<file path="src/rtl/ptp_time_pkg.sv">
package ptp_time_pkg;

  localparam int unsigned PTP_NS_W_DEF    = 32;
  localparam int unsigned PTP_SEC_W_DEF   = 32;
  localparam int unsigned PTP_INC_W_DEF   = 8;
  localparam int unsigned PTP_NS_LIMIT_DEF = 1000000000;

  // What the counter does on a given edge; brought out for the checker.
  typedef enum logic [1:0] {
    ACT_HOLD = 2'd0,
    ACT_STEP = 2'd1,
    ACT_WRAP = 2'd2,
    ACT_LOAD = 2'd3
  } ptp_act_e;

endpackage

</file>
<file path="src/rtl/ptp_inc_reg.sv">
module ptp_inc_reg #(
  parameter int unsigned INC_W = ptp_time_pkg::PTP_INC_W_DEF
) (
  input  logic             clk,
  input  logic             rst,
  input  logic             wr,
  input  logic [INC_W-1:0] din,
  output logic [INC_W-1:0] inc_q
);

  always_ff @(posedge clk) begin
    if (rst) begin
      inc_q <= '0;
    end else if (wr) begin
      inc_q <= din;
    end
  end

endmodule

</file>
<file path="src/rtl/ptp_ns_accum.sv">
module ptp_ns_accum #(
  parameter int unsigned NS_W     = ptp_time_pkg::PTP_NS_W_DEF,
  parameter int unsigned INC_W    = ptp_time_pkg::PTP_INC_W_DEF,
  parameter int unsigned NS_LIMIT = ptp_time_pkg::PTP_NS_LIMIT_DEF
) (
  input  logic             clk,
  input  logic             rst,
  input  logic             load,
  input  logic [NS_W-1:0]  load_ns,
  input  logic [INC_W-1:0] inc,
  output logic [NS_W-1:0]  ns_q,
  output logic             wrap
);

  localparam int unsigned SUM_W = NS_W + 1;
  localparam logic [SUM_W-1:0] LIMIT_V = SUM_W'(NS_LIMIT);

  // Raw sum with one spare bit so the compare never overflows.
  function automatic logic [SUM_W-1:0] ns_sum(input logic [NS_W-1:0] ns,
                                              input logic [INC_W-1:0] step);
    return {1'b0, ns} + SUM_W'(step);
  endfunction

  function automatic logic sum_wraps(input logic [SUM_W-1:0] s);
    return s >= LIMIT_V;
  endfunction

  function automatic logic [NS_W-1:0] fold(input logic [SUM_W-1:0] s);
    logic [SUM_W-1:0] r;
    r = sum_wraps(s) ? (s - LIMIT_V) : s;
    return r[NS_W-1:0];
  endfunction

  logic [SUM_W-1:0] sum;
  logic [NS_W-1:0]  ns_next;

  always_comb begin
    sum     = ns_sum(ns_q, inc);
    wrap    = sum_wraps(sum) && !load;
    ns_next = load ? load_ns : fold(sum);
  end

  always_ff @(posedge clk) begin
    if (rst) begin
      ns_q <= '0;
    end else begin
      ns_q <= ns_next;
    end
  end

endmodule

</file>
<file path="src/rtl/ptp_sec_count.sv">
module ptp_sec_count #(
  parameter int unsigned SEC_W = ptp_time_pkg::PTP_SEC_W_DEF
) (
  input  logic             clk,
  input  logic             rst,
  input  logic             load,
  input  logic [SEC_W-1:0] load_sec,
  input  logic             bump,
  output logic [SEC_W-1:0] sec_q
);

  always_ff @(posedge clk) begin
    if (rst) begin
      sec_q <= '0;
    end else if (load) begin
      sec_q <= load_sec;
    end else if (bump) begin
      sec_q <= sec_q + SEC_W'(1);
    end
  end

endmodule

</file>
<file path="src/rtl/ptp_time_counter.sv">
module ptp_time_counter #(
  parameter int unsigned NS_W     = ptp_time_pkg::PTP_NS_W_DEF,
  parameter int unsigned SEC_W    = ptp_time_pkg::PTP_SEC_W_DEF,
  parameter int unsigned INC_W    = ptp_time_pkg::PTP_INC_W_DEF,
  parameter int unsigned NS_LIMIT = ptp_time_pkg::PTP_NS_LIMIT_DEF
) (
  input  logic                  clk,
  input  logic                  rst,
  input  logic                  inc_wr,
  input  logic [INC_W-1:0]      inc_data,
  input  logic                  init_en,
  input  logic [SEC_W-1:0]      init_sec,
  input  logic [NS_W-1:0]       init_ns,
  output logic [SEC_W+NS_W-1:0] time_out
);

  import ptp_time_pkg::*;

  logic [INC_W-1:0] inc_q;
  logic [NS_W-1:0]  ns_q;
  logic [SEC_W-1:0] sec_q;
  logic             ns_wrap;
  ptp_act_e         act;

  ptp_inc_reg #(.INC_W(INC_W)) inc_i (
    .clk   (clk),
    .rst   (rst),
    .wr    (inc_wr),
    .din   (inc_data),
    .inc_q (inc_q)
  );

  ptp_ns_accum #(.NS_W(NS_W), .INC_W(INC_W), .NS_LIMIT(NS_LIMIT)) ns_i (
    .clk     (clk),
    .rst     (rst),
    .load    (init_en),
    .load_ns (init_ns),
    .inc     (inc_q),
    .ns_q    (ns_q),
    .wrap    (ns_wrap)
  );

  ptp_sec_count #(.SEC_W(SEC_W)) sec_i (
    .clk      (clk),
    .rst      (rst),
    .load     (init_en),
    .load_sec (init_sec),
    .bump     (ns_wrap),
    .sec_q    (sec_q)
  );

  // Named edge action for observation by the checker.
  always_comb begin
    if (init_en)             act = ACT_LOAD;
    else if (ns_wrap)        act = ACT_WRAP;
    else if (inc_q != '0)    act = ACT_STEP;
    else                     act = ACT_HOLD;
  end

  assign time_out = {sec_q, ns_q};

endmodule

</file>
<file path="config.mk">
export PLATFORM = sky130hd
export DESIGN_NAME = ptp_time_counter
export DESIGN_NICKNAME = d
export VERILOG_FILES = /design/src/rtl/ptp_time_pkg.sv /design/src/rtl/ptp_inc_reg.sv /design/src/rtl/ptp_ns_accum.sv /design/src/rtl/ptp_sec_count.sv /design/src/rtl/ptp_time_counter.sv
export SDC_FILE = /design/constraint.sdc
export NUM_CORES = 1
export LEC_CHECK = 0
export CAP_MARGIN = 20
export CORE_UTILIZATION = 36
export CTS_BUF_LIST = sky130_fd_sc_hd__clkbuf_8
export DETAILED_ROUTE_END_ITERATION = 8
export SYNTH_ARGS = -nofsm -noshare
export SYNTH_HDL_FRONTEND = slang
export SYNTH_SLANG_ARGS = --single-unit
</file>
<file path="constraint.sdc">
create_clock -name clk -period 7.12 [get_ports clk]
set_input_delay 1.424 -clock clk [delete_from_list [all_inputs] [get_ports clk]]
set_output_delay 1.424 -clock clk [all_outputs]
set_load 0.02 [all_outputs]
</file>
==> flow_metrics.tcl <==
set metrics [dict create \
    status "finished clean" \
    synth_nets 702 \
    synth_top_family_by_area "simple AND/OR/NAND/NOR gates" \
    tightest_slew_ns 0.9531 \
    fin_tns_setup_ns 0 \
    yosysSeqAreaShare_pct 29.22 \
    port_buffers 139 \
    cp.required_ns 7.39 \
    avgSynthCellArea_sq_um 8.020 \
    synthToLayoutAreaGrowth_pct 33.89 \
    synth.area.top_cells "dfxtp_1 29%, xnor2_1 7.3%, nor2_1 6.3%" \
    finClkSkew_ns 0.009386 \
    fmax_mhz 205.4 \
    drt-pass1-iter-count 5 \
    drive_gt1_share_pct 6.739 \
    layout_min_cycle_time_ns 4.869 \
    cp_max_fo 16 \
    yosysTopAreaCellShare_pct 29.22 \
    layout_common_cells "137 x clkdlybuf4s50_1, 83 x nor2_1, 72 x dfxtp_1" \
    pwr-share-clk_pct 27.7 \
    die-area_sq_um 14170 \
    worstSetupEndpointType "flip-flop" \
    path_clk_slew_ns 0.07 \
    drt-initial-drc-count 244 \
    max_cap_violations 0 \
    synth_top_area_cell "dfxtp_1" \
    synth_edf_count 0 \
    swShare_pct 33.26 \
    synth_simple_gate_area_share_pct 26.61 \
    rsz0062_at_grt "false" \
    coreArea_sq_um 13300 \
    synth_adder_area_share_pct 2.943 \
    synth_area_sq_um 4932 \
    ir_drop_mv 0.1079 \
    grt_usage_pct 21.98 \
    start_util_pct 37.10 \
    synthFlopType "dfxtp_1" \
    intPower_mw 0.7433 \
    yosys_warnings 0 \
    dieHeight_um 119.1 \
    synth_cells 615 \
    grt_pass1_vias 4970 \
    drt-wirelength-per-cell_um 16.29 \
    final_common_cell "clkdlybuf4s50_1" \
    antenna_cells 0 \
    cts_resized 0 \
    combPwrFrac_pct 29.6 \
    final-setup-viol-count 0 \
    dpl.hpwl_mm 11.01 \
    power_mw 1.114 \
    power.leakage_nw 2.344 \
    hold_buffers 0 \
    switchingPower_mw 0.3705 \
    row_count 42 \
    cts_root_buffer "clkbuf_8" \
    htreeDepth 3 \
    p_per_area_nw_per_um2 168.7 \
    synth_compound_area_share_pct 20.24 \
    cts_tree "yes" \
    grt_pass1_wl_mm 24.94 \
    synth_xor_area_share_pct 13.60 \
    synth_seq_cells 72 \
    r2r_setup_slack_ns 2.25 \
    grt_start_max_net_pins 77 \
    pin_count 140 \
    antenna_found_initial 0 \
    worstSetupPathType "flip-flop to flip-flop" \
    drv_slew 0 \
    min_path_type "flip-flop to flip-flop" \
    cts_setup_buffers 0 \
    die_w_um 119.1 \
    fillers 1299 \
    clockBufferDepth 2 \
    gp_congestion 0.9203 \
    pre_cts_slack_ns 2.323 \
    vias 4960 \
    setup_slack_ns 2.251 \
    critPathArrivalTime_ns 5.14 \
    overflow 0 \
    synth_async_sr_flop_share_pct 0 \
    post-route-drc-count 0 \
    cts_sinks 72 \
    drt-vias-per-instance 5.403 \
    p_seq_share_pct 42.7 \
    start_kind "flip-flop" \
    ant_nets 0 \
    routed_wirelength_mm 14.95 \
    numCtsBuffers 9 \
    maxSlewHeadroom_pct 36.46 \
    clock_latency_ns 0.36 \
    final_hold_viol_count 0 \
    synth.distinct_cells 75 \
    synth_mux_area_share_pct 3.298 \
    post-route-period-util_pct 68.38 \
    num-nets-final 824 \
]
==> critical path, stage by stage (launching register included) <==
cell,delay [ns]
dfxtp_1,0.31
ha_1,0.24
fa_1,0.44
a211oi_1,0.32
o211ai_1,0.22
and3b_1,0.33
a2111oi_0,0.47
a31oi_1,0.08
o31a_1,0.18
and3b_1,0.24
o31a_1,0.44
a21o_1,0.56
buf_4,0.34
and4bb_2,0.26
xnor2_1,0.12
a211oi_1,0.22
==> metal layers <==
metal	global-route usage, %	vias up	routed length [um]
met1	27.98	2320	6802
met5	0	-	0
met2	34.81	179	6836
li1	-	2440	-
met4	7.516	0	205
met3	6.992	21	1107
==> registers in the layout, summed over array words and instances (netlist names) <==
| register | cells |
|---|---|
| ns_i.ns_q | 32 |
| sec_i.sec_q | 32 |
| inc_i.inc_q | 8 |
==> cell usage after synthesis (2+ instances only) <==
master / instances
nor2_1: 83
dfxtp_1: 72
nand2_1: 69
xnor2_1: 41
xor2_1: 30
a211oi_1: 27
a21oi_1: 25
clkbuf_1: 17
nand3_1: 17
o22ai_1: 16
nand4_1: 15
nor3_1: 15
inv_1: 14
mux2i_1: 14
o21ai_0: 14
and2_1: 10
and3_1: 10
ha_1: 10
buf_2: 8
or3_1: 6
a21o_1: 5
buf_1: 5
nor2b_1: 5
o211ai_1: 5
and4_1: 4
nand2b_1: 4
a211o_1: 3
a21boi_0: 3
a311oi_1: 3
nor3_2: 3
nor3b_2: 3
nor4_1: 3
o21a_1: 3
xnor2_2: 3
a21oi_2: 2
a221oi_1: 2
a31oi_1: 2
and3b_1: 2
buf_6: 2
mux2_2: 2
o21ai_1: 2
o21ai_2: 2
o31a_1: 2
==> final cells by class <==
type | count | area (sq um) | area share (%)
flip-flops and latches | 72 | 1441 | 21.83
clock buffers | 12 | 165.2 | 2.501
well taps | 176 | 220.2 | 3.335
clock inverters | 4 | 20.02 | 0.3031
multi-input cells | 496 | 3289 | 49.81
repair buffers | 143 | 1411 | 21.37
inverters | 15 | 56.30 | 0.8526
==> kinds of logic (layout without fill, tap and decap cells) <==
logic type      Yosys count  after routing
simple gates            261            261
mux                      16             16
flops                    72             72
buf+inv                  47            174
xor+xnor                 74             74
compound gates          134            134
fa+ha+maj                11             11
==> metrics by stage <==
stage	instances	area, sq um	util [%]	hold WS, ns
after floorplan	615	4932	-	0.4647
after detailed placement	902	6419	48.28	0.4968
final	918	6604	49.67	0.5049
after global placement	902	6419	48.28	0.4767
after CTS	918	6604	49.67	0.5120
after global routing	918	6604	49.67	0.5331
==> power groups by stage <==
stage                     clock, mW  combinational (mW)  sequential (mW)
after CTS                     0.320               0.330            0.475
final                         0.308               0.329            0.476
after floorplan                   0               0.165            0.506
after global placement            0               0.326            0.483
after global routing          0.334               0.357            0.481
after detailed placement          0               0.328            0.484
==> worst paths after layout <==
path	start	end	cells after the start
max	ns_i.ns_q[0]	sec_i.sec_q[10]	15
min	inc_i.inc_q[3]	inc_i.inc_q[3]	2
max reg2reg	ns_i.ns_q[0]	sec_i.sec_q[10]	15
min reg2reg	inc_i.inc_q[3]	inc_i.inc_q[3]	2
No activity file was read; power rests on OpenSTA's default activity.
